**config.mk**
```make
export PLATFORM = sky130hd
export DESIGN_NAME = pla_fabric
export DESIGN_NICKNAME = d
export VERILOG_FILES = /design/src/rtl/pla_pkg.sv /design/src/rtl/pla_cell.sv /design/src/rtl/pla_bank.sv /design/src/rtl/pla_cfg_regs.sv /design/src/rtl/pla_route.sv /design/src/rtl/pla_fabric.sv
export SDC_FILE = /design/constraint.sdc
export NUM_CORES = 1
export LEC_CHECK = 0
export CORE_UTILIZATION = 45
export CTS_CLUSTER_SIZE = 30
export DETAILED_ROUTE_END_ITERATION = 8
export GPL_TIMING_DRIVEN = 0
export PLACE_DENSITY = 0.71
export SETUP_SLACK_MARGIN = 0.2
export SKIP_LAST_GASP = 1
export SYNTH_ARGS = -nofsm -noshare
export SYNTH_HDL_FRONTEND = slang
export SYNTH_SLANG_ARGS = --single-unit
```
**constraint.sdc**
```tcl
create_clock -name clk -period 6.37 [get_ports clk]
set_clock_uncertainty 0.2 [all_clocks]
set_input_delay 1.274 -clock clk [delete_from_list [all_inputs] [get_ports clk]]
set_output_delay 1.274 -clock clk [all_outputs]
set_load 0.01 [all_outputs]
```
**src/rtl/pla_pkg.sv**
```systemverilog
package pla_pkg;
    localparam int BANKS      = 2;
    localparam int ELEMS      = 8;
    localparam int TOTAL      = BANKS * ELEMS;
    localparam int IN_W       = 16;
    localparam int OUT_W      = 14;
    localparam int SRC_N      = 32;
    localparam int SEL_W      = $clog2(SRC_N);
    localparam int IDX_W      = $clog2(TOTAL);
    localparam int ADDR_W     = 5;
    localparam int LUT_W      = 4;
    localparam logic [ADDR_W-1:0] ROUTE_ADDR = ADDR_W'(TOTAL);

    typedef struct packed {
        logic             registered;
        logic [SEL_W-1:0] sel_b;
        logic [SEL_W-1:0] sel_a;
        logic [LUT_W-1:0] truth;
    } cell_cfg_t;

    typedef struct packed {
        logic             conv_en;
        logic [IDX_W-1:0] conv_sel;
        logic             irq_en;
        logic [IDX_W-1:0] irq_sel;
    } route_cfg_t;

    localparam int CFG_W   = $bits(cell_cfg_t);
    localparam int ROUTE_W = $bits(route_cfg_t);

    function automatic logic lut_eval(input logic [LUT_W-1:0] truth,
                                      input logic a, input logic b);
        return truth[{a, b}];
    endfunction
endpackage

```
**src/rtl/pla_cell.sv**
```systemverilog
module pla_cell
    import pla_pkg::*;
(
    input  logic             clk,
    input  logic             rst,
    input  cell_cfg_t        cfg,
    input  logic [SRC_N-1:0] src_a,
    input  logic [SRC_N-1:0] src_b,
    output logic             lut_o,
    output logic             ff_q,
    output logic             cell_o
);
    logic in_a;
    logic in_b;

    always_comb begin
        in_a   = src_a[cfg.sel_a];
        in_b   = src_b[cfg.sel_b];
        lut_o  = lut_eval(cfg.truth, in_a, in_b);
        cell_o = cfg.registered ? ff_q : lut_o;
    end

    always_ff @(posedge clk) begin
        if (rst) ff_q <= 1'b0;
        else     ff_q <= lut_o;
    end
endmodule

```
**src/rtl/pla_bank.sv**
```systemverilog
module pla_bank
    import pla_pkg::*;
#(
    parameter int N = ELEMS
) (
    input  logic                clk,
    input  logic                rst,
    input  logic [IN_W-1:0]     ext_in,
    input  logic                xfb,
    input  cell_cfg_t [N-1:0]   cfg,
    output logic [N-1:0]        lut_o,
    output logic [N-1:0]        ff_q,
    output logic [N-1:0]        cell_o
);
    localparam int PAD = SRC_N - IN_W - N;

    logic [SRC_N-1:0] src_common;
    assign src_common = {{PAD{1'b0}}, ff_q, ext_in};

    for (genvar e = 0; e < N; e++) begin : g_cell
        logic [SRC_N-1:0] src_a;
        if (e == 0) begin : g_xfb
            assign src_a = {src_common[SRC_N-1:1], xfb};
        end else begin : g_local
            assign src_a = src_common;
        end

        pla_cell u_cell (
            .clk    (clk),
            .rst    (rst),
            .cfg    (cfg[e]),
            .src_a  (src_a),
            .src_b  (src_common),
            .lut_o  (lut_o[e]),
            .ff_q   (ff_q[e]),
            .cell_o (cell_o[e])
        );
    end
endmodule

```
**src/rtl/pla_cfg_regs.sv**
```systemverilog
module pla_cfg_regs
    import pla_pkg::*;
(
    input  logic                  clk,
    input  logic                  rst,
    input  logic                  cfg_we,
    input  logic [ADDR_W-1:0]     cfg_addr,
    input  logic [CFG_W-1:0]      cfg_data,
    output cell_cfg_t [TOTAL-1:0] ccfg,
    output route_cfg_t            rcfg
);
    for (genvar k = 0; k < TOTAL; k++) begin : g_reg
        logic hit;
        assign hit = cfg_we && (cfg_addr == ADDR_W'(k));
        always_ff @(posedge clk) begin
            if (rst)      ccfg[k] <= '0;
            else if (hit) ccfg[k] <= cell_cfg_t'(cfg_data);
        end
    end

    always_ff @(posedge clk) begin
        if (rst)
            rcfg <= '0;
        else if (cfg_we && cfg_addr == ROUTE_ADDR)
            rcfg <= route_cfg_t'(cfg_data[ROUTE_W-1:0]);
    end
endmodule

```
**src/rtl/pla_route.sv**
```systemverilog
module pla_route
    import pla_pkg::*;
(
    input  logic             clk,
    input  logic             rst,
    input  route_cfg_t       rcfg,
    input  logic [TOTAL-1:0] cell_o,
    output logic             irq,
    output logic             conv_start
);
    logic conv_cur;
    logic conv_prev;

    always_comb begin
        conv_cur   = cell_o[rcfg.conv_sel];
        irq        = rcfg.irq_en & cell_o[rcfg.irq_sel];
        conv_start = rcfg.conv_en & conv_cur & ~conv_prev;
    end

    always_ff @(posedge clk) begin
        if (rst) conv_prev <= 1'b0;
        else     conv_prev <= conv_cur;
    end
endmodule

```
**src/rtl/pla_fabric.sv**
```systemverilog
module pla_fabric
    import pla_pkg::*;
(
    input  logic              clk,
    input  logic              rst,
    input  logic [IN_W-1:0]   ext_in,
    input  logic              cfg_we,
    input  logic [ADDR_W-1:0] cfg_addr,
    input  logic [CFG_W-1:0]  cfg_data,
    output logic [OUT_W-1:0]  ext_out,
    output logic              irq,
    output logic              conv_start,
    output logic [TOTAL-1:0]  rd_value
);
    cell_cfg_t [TOTAL-1:0] ccfg;
    route_cfg_t            rcfg;
    logic [TOTAL-1:0]      lut_all;
    logic [TOTAL-1:0]      ff_all;
    logic [TOTAL-1:0]      cell_all;

    pla_cfg_regs u_cfg (
        .clk      (clk),
        .rst      (rst),
        .cfg_we   (cfg_we),
        .cfg_addr (cfg_addr),
        .cfg_data (cfg_data),
        .ccfg     (ccfg),
        .rcfg     (rcfg)
    );

    for (genvar b = 0; b < BANKS; b++) begin : g_bank
        localparam int OTHER = (b + 1) % BANKS;
        pla_bank #(.N(ELEMS)) u_bank (
            .clk    (clk),
            .rst    (rst),
            .ext_in (ext_in),
            .xfb    (ff_all[OTHER*ELEMS + ELEMS - 1]),
            .cfg    (ccfg[b*ELEMS +: ELEMS]),
            .lut_o  (lut_all[b*ELEMS +: ELEMS]),
            .ff_q   (ff_all[b*ELEMS +: ELEMS]),
            .cell_o (cell_all[b*ELEMS +: ELEMS])
        );
    end

    pla_route u_route (
        .clk        (clk),
        .rst        (rst),
        .rcfg       (rcfg),
        .cell_o     (cell_all),
        .irq        (irq),
        .conv_start (conv_start)
    );

    assign rd_value = cell_all;
    assign ext_out  = cell_all[OUT_W-1:0];
endmodule

```
# == After elaboration in Yosys (flattened, before gate mapping) ==
# Index checks and enable logic that the tools add are counted.
# classes
mux,116
n_lt_le_gt_ge,50
reduce_logical,18
n_eq_ne,16
bitwise_logic,4
# op_table
op,count
$lt 5x6->1 const B,32
$bmux 1 s5,32
$mux 1,66
$lt 2x3->1 const B,16
$eq 5x4->1 const B,8
$bmux 1 s2,16
$eq 5x3->1 const B,4
$logic_and 1x1->1,17
$eq 5x2->1 const B,2
$lt 4x5->1 const B,2
$bmux 1 s4,2
$eq 5x1->1 const B,1
$eq 5x5->1 const B,1
$logic_not 5->1,1
$and 1x1->1,3
$not 1->1,1
# totals
wordCells,289
in_bits,39
ff_bits,267
out_inout_bits,32

# == Longest topological paths before layout ==
# depth
ltp_word,9
depth_mapped,12
depth_no_buf,9

# == Cells and area by module ==
# A second synthesis with hierarchy kept.
# hier_totals
hier_cells,2031
hier_area_um2,21091.5
# by_module_without_submodules
module,area_per_inst_um2,cells_per_inst,instances
pla_cell,675.6,69,16
pla_cfg_regs,9829.4,876,1
pla_route,339.1,35,1
pla_fabric,105.1,14,1
pla_bank,3.8,1,2

# == Least setup slack after synthesis ==
# No wires, ideal clock.
# synth_timing
path_kind,in2out
start,in ext_in[2]
end,out conv_start
path_stages,9
arrival_ps,3797
slack_ps,1099
required_time_ps,4896
path_buffers,0
path_cell_list,mux4_1 > mux4_2 > mux2i_1 > a2111o_1 > a31oi_2 > and2_1 > a311oi_1 > o32a_2 > o22ai_1
# synth_between
elab_chain_len,9
word_cells_on_any_way,116
# synth_rtl
element,line_no,source
"start, declared",pla_fabric.sv:6,"input logic [IN_W-1:0] ext_in,"
$bmux 1 s5 (on tied branches),"pla_cell.sv:18, pla_cell.sv:17",
$mux 1 (on tied branches),"pla_cell.sv:18, pla_cell.sv:17",
$bmux 1 s2 (*),pla_pkg.sv:33,"return truth[{a, b}];"
$mux 1 (not written as such) (*),pla_pkg.sv:33,
$mux 1 (*),pla_cell.sv:20,cell_o = cfg.registered ? ff_q : lut_o;
via g_bank[1].u_bank.g_cell[2].u_cell.cell_o,pla_cell.sv:11,output logic cell_o
$bmux 1 s4 (*),pla_route.sv:15,conv_cur = cell_o[rcfg.conv_sel];
$mux 1 (not written as such) (*),pla_route.sv:15,
$and 1x1->1 (*) (2 in a row),pla_route.sv:17,conv_start = rcfg.conv_en & conv_cur & ~conv_prev;
"end, declared",pla_fabric.sv:12,"output logic conv_start,"
# Mark *: on every way through the listed nets, which the timed path passes. The rest lies on a longest branch. The select of a mux whose other input is x is not followed.

# == Worst setup path after layout ==
# layout_timing
start,in ext_in[13]
end,out conv_start
# layout_between
elab_chain_len,9
word_cells_on_any_way,116
# layout_rtl
element,line_no
$bmux 1 s5 (on tied branches),"pla_cell.sv:18, pla_cell.sv:17"
$mux 1 (on tied branches),"pla_cell.sv:18, pla_cell.sv:17"
$bmux 1 s2 (*),pla_pkg.sv:33
$mux 1 (not written as such) (*),pla_pkg.sv:33
$mux 1 (*),pla_cell.sv:20
via g_bank[0].u_bank.g_cell[6].u_cell.cell_o,pla_cell.sv:11
$bmux 1 s4 (*),pla_route.sv:15
$mux 1 (not written as such) (*),pla_route.sv:15
$and 1x1->1 (*) (2 in a row),pla_route.sv:17
# Marked as above.

==> summary.md <==
| Metric | Value |
|---|---|
| Status | `complete, no violations` |
| Hold path cells | `2` |
| Max-cap violations | `0` |
| Core area | `39,000 um2` |
| Area grow syn2layout | `16.0%` |
| Reg2Reg Depth | `10` |
| Startpoint Class | `primary input` |
| Ys Warns | `0` |
| Reg2reg start | `g_bank[1].u_bank.g_cell[7].u_cell.ff_q` |
| Root buf cell | `clkbuf_16` |
| Die W | `202 um` |
| Final-report hold violation count | `0` |
| CTS H-tree lvls | `1` |
| Post-synth EDFFs | `0` |
| DIE AREA | `40,700 um2` |
| Synth Cell Area | `17,900 um2` |
| RSZ-0062 raised after global routing | `no` |
| Slew @ Worst Pin | `approximately 1400 ps` |
| CP Capture Type | `primary output` |
| Dominant synthesized flop cell | `dfxtp_1` |
| Clock sink count | `between 200 and 300` |
| Clock Pin Slew Worst Setup and Hold Paths | `around 60 ps` |
| RR Endpoint | `u_route.conv_prev` |
| Worst-path cell chain | `clkdlybuf4s50_1 -> buf_2 -> mux4_2 -> o21ai_0 -> o311ai_1 -> mux2_2 -> a22oi_2 -> nand2_1 -> o221ai_2 -> o22ai_1 -> dlygate4sd2_1` |
| Crit share post-route | `97.0%` |
| Critical path class | `in -> out` |
| Worst skew pair latency | `600 ps` |
| CTS Buf Count | `31` |
| Post-DR vias/cell | `6.68` |
| Worst Path Required | `between 4000 and 5000 ps` |
| Crit-path slowest cell | `clkdlybuf4s50_1` |
| Setup WS pre-CTS | `-1220 ps` |
| Die Height | `202 um` |
| Post-synthesis net count | `2,161` |
| Mean Syn Cell Area | `~8.5 um2` |
| Share of synthesized registers carrying an async set or reset | `0%` |
| Setup violators final | `0` |
| Initial core utilization | `46.0%` |
| Longest Clk Path Bufs | `3` |
| Vias post-DR | `18,400` |
| Hold Slack | `~260 ps` |
| Hold_buf cts | `0` |
| Max IR drop VDD | `0.202 mV` |
| CP Max Fanout | `10` |
| Seq/Total Area, Yosys | `29.8%` |
| P_leak | `~0.0065 uW` |
| Routed WL | `77,100 um` |
| Post-DP HPWL | `51,700 um` |
| First-pass DRT Iterations | `5` |
| First-pass GRT wire length | `112,000 um` |
| Syn Inst Count | `around 2,100` |
| Initial drt markers | `3,010` |
| #FFs+latches synth | `around 270` |
| Number of port buffers | `54` |
| ANT nets after route | `0` |
| Min-Delay Path Class | `reg -> reg` |
| Max incr delay on CP | `600 ps` |
| Hold wc startpoint | `u_cfg.ccfg[226]` |
| PwrDens | `approximately 200 nW/um2` |
| Min Tclk post-route | `approximately 6200 ps` |
| Fin. max-slew vios | `0` |
| Crit path launch | `ext_in[13]` |
| Vias in the first global route | `17,500` |
| GRT overflow | `0` |
| Overall Power | `about 4300 uW` |
| Reg2Reg Setup Slack | `2400 ps` |
| Max Fclk | `162 MHz` |
| Residual DRC count | `0` |
| Largest net degree at the start of global routing | `15` |
| Initial antenna violation count | `3` |
| Total GRT Usage | `37.3%` |
| Placed cells | `between 2,000 and 3,000` |
| Non-filler cells, final | `2,759` |
| WL per Instance | `27.9 um` |
| Slew headroom | `6.65%` |
| CTS tree | `built` |
| Cell variety after synth | `81` |
| Setup slack after layout | `about 190 ps` |
| I/O pins | `71` |
| Nets | `approximately 2,300` |
| Routability Congestion | `about 1.0` |
| Layout cell share with drive strength beyond 1 | `16.6%` |
| CP Data Arrival Time | `4700 ps` |
| Hold Crit Endpoint | `u_cfg.ccfg[226]` |
| Rows | `72` |
==> per-stage QoR <==
stage / setup TNS [ps] / cell area [um2] / utilization (%)
floorplan: 0 / 17900 / -
global placement: -14770 / 19100 / 49.1
detailed placement: -14980 / 19100 / 49.1
CTS: 0 / 20700 / 53.0
global route: 0 / 20800 / 53.4
finish: 0 / 20800 / 53.4
==> worst max-delay path, delay by kind of cell <==
family | cells | cell delay, ps
AO/OA/AOI/OAI | 5 | 1170
buffers and inverters | 3 | 1300
AND/OR/NAND/NOR | 1 | 200
multiplexers | 2 | 730
==> cells in the mapped netlist (all sizes together), types with 6 or more instances <==
cell type / count / share of area, %
a211oi: 11 / 0.46
a21oi: 250 / 7.0
a22oi: 13 / 0.54
a311oi: 10 / 0.49
a31oi: 8 / 0.31
and2: 10 / 0.35
and3: 6 / 0.21
buf: 69 / 2.2
clkbuf: 193 / 4.0
dfxtp: 267 / 30
inv: 39 / 0.82
mux2: 31 / 2.0
mux2i: 142 / 7.9
mux4: 151 / 19
nand2: 543 / 11
nand2b: 19 / 0.66
nand3: 40 / 1.1
nand3b: 21 / 0.88
nand4: 10 / 0.35
nor2: 83 / 1.7
nor2b: 36 / 1.3
nor3: 12 / 0.33
nor3b: 6 / 0.25
o2111ai: 8 / 0.43
o211ai: 12 / 0.50
o21ai: 18 / 0.54
o221ai: 6 / 0.33
o22ai: 8 / 0.28
o311ai: 6 / 0.29
or2: 6 / 0.21
or3: 7 / 0.24
==> worst max-delay path by stage <==
| stage | end | slack [ps] | depth (start not counted) |
|---|---|---|---|
| 3_5_place_dp | conv_start | -1220 | 13 |
| 2_1_floorplan | conv_start | 1100 | 9 |
| 5_1_grt | conv_start | 150 | 12 |
| 6_report | conv_start | 190 | 11 |
| 3_3_place_gp | conv_start | -1240 | 13 |
| 4_1_cts | rd_value[7] | 200 | 12 |
==> power by group <==
group | internal (uW) | leakage (uW) | switching (uW)
clock | 1230 | 0.000540 | 775
sequential | 1680 | 0.00215 | 19.3
combinational | 190 | 0.00385 | 361
==> flip-flops by register name, summed over array words and instances (netlist names) <==
| register | flops |
|---|---|
| g_bank.u_bank.g_cell.u_cell.ff_q | 16 |
| u_cfg.ccfg | 240 |
| u_cfg.rcfg | 10 |
| u_route.conv_prev | 1 |
==> logic make-up (layout without fill, tap and decap cells) <==
logic type             Yosys count  count (layout)  synth area share [%]
and+or+nand+nor                826             826                  20.3
other                            0               1                     0
buffers and inverters          301             419                  7.08
muxes                          324             324                  28.9
DFF                            267             267                  29.8
AOI/OAI and AO/OA              404             404                  14.0
==> layer usage <==
metal  vias up  wire (um)  global-route usage [%]
met2      1559      32000                    54.3
li1       7742          -                       -
met3       470      11400                    12.3
met5         -         64                    1.07
met1      8652      26700                    45.7
met4         2       6900                    27.9
==> area by class of cell <==
class,count,area (um2)
clock inverters,13,249
plain buffers,262,1380
diodes,1,2.50
clock buffers,42,867
repair buffers,63,623
flip-flops and latches,267,5350
well taps,518,648
multi-input cells,1554,11600
inverters,39,146
fillers,3568,18200
==> cell usage in the layout, fill, tap and decap left out, drive strengths merged, types with 8 or more instances in the layout <==
master,instances
and2,10
nand4,10
a21oi,250
nand2b,19
clkdlybuf4s50,38
o2111ai,8
buf,91
a211oi,11
dlygate4sd2,10
inv,39
mux4,151
a311oi,10
nand3b,21
dfxtp,267
nor2,83
nand2,543
a31oi,8
a22oi,13
nor3,12
o21ai,18
o211ai,12
nand3,40
clkbuf,222
mux2i,142
mux2,31
o22ai,8
nor2b,36
==> timing repair <==
action,in CTS,in global routing
setup buffers,6,3
endpoints found under the setup margin,28,19
pin swaps,7,4
resized for setup,132,45
(Power assumes the default switching activity.)
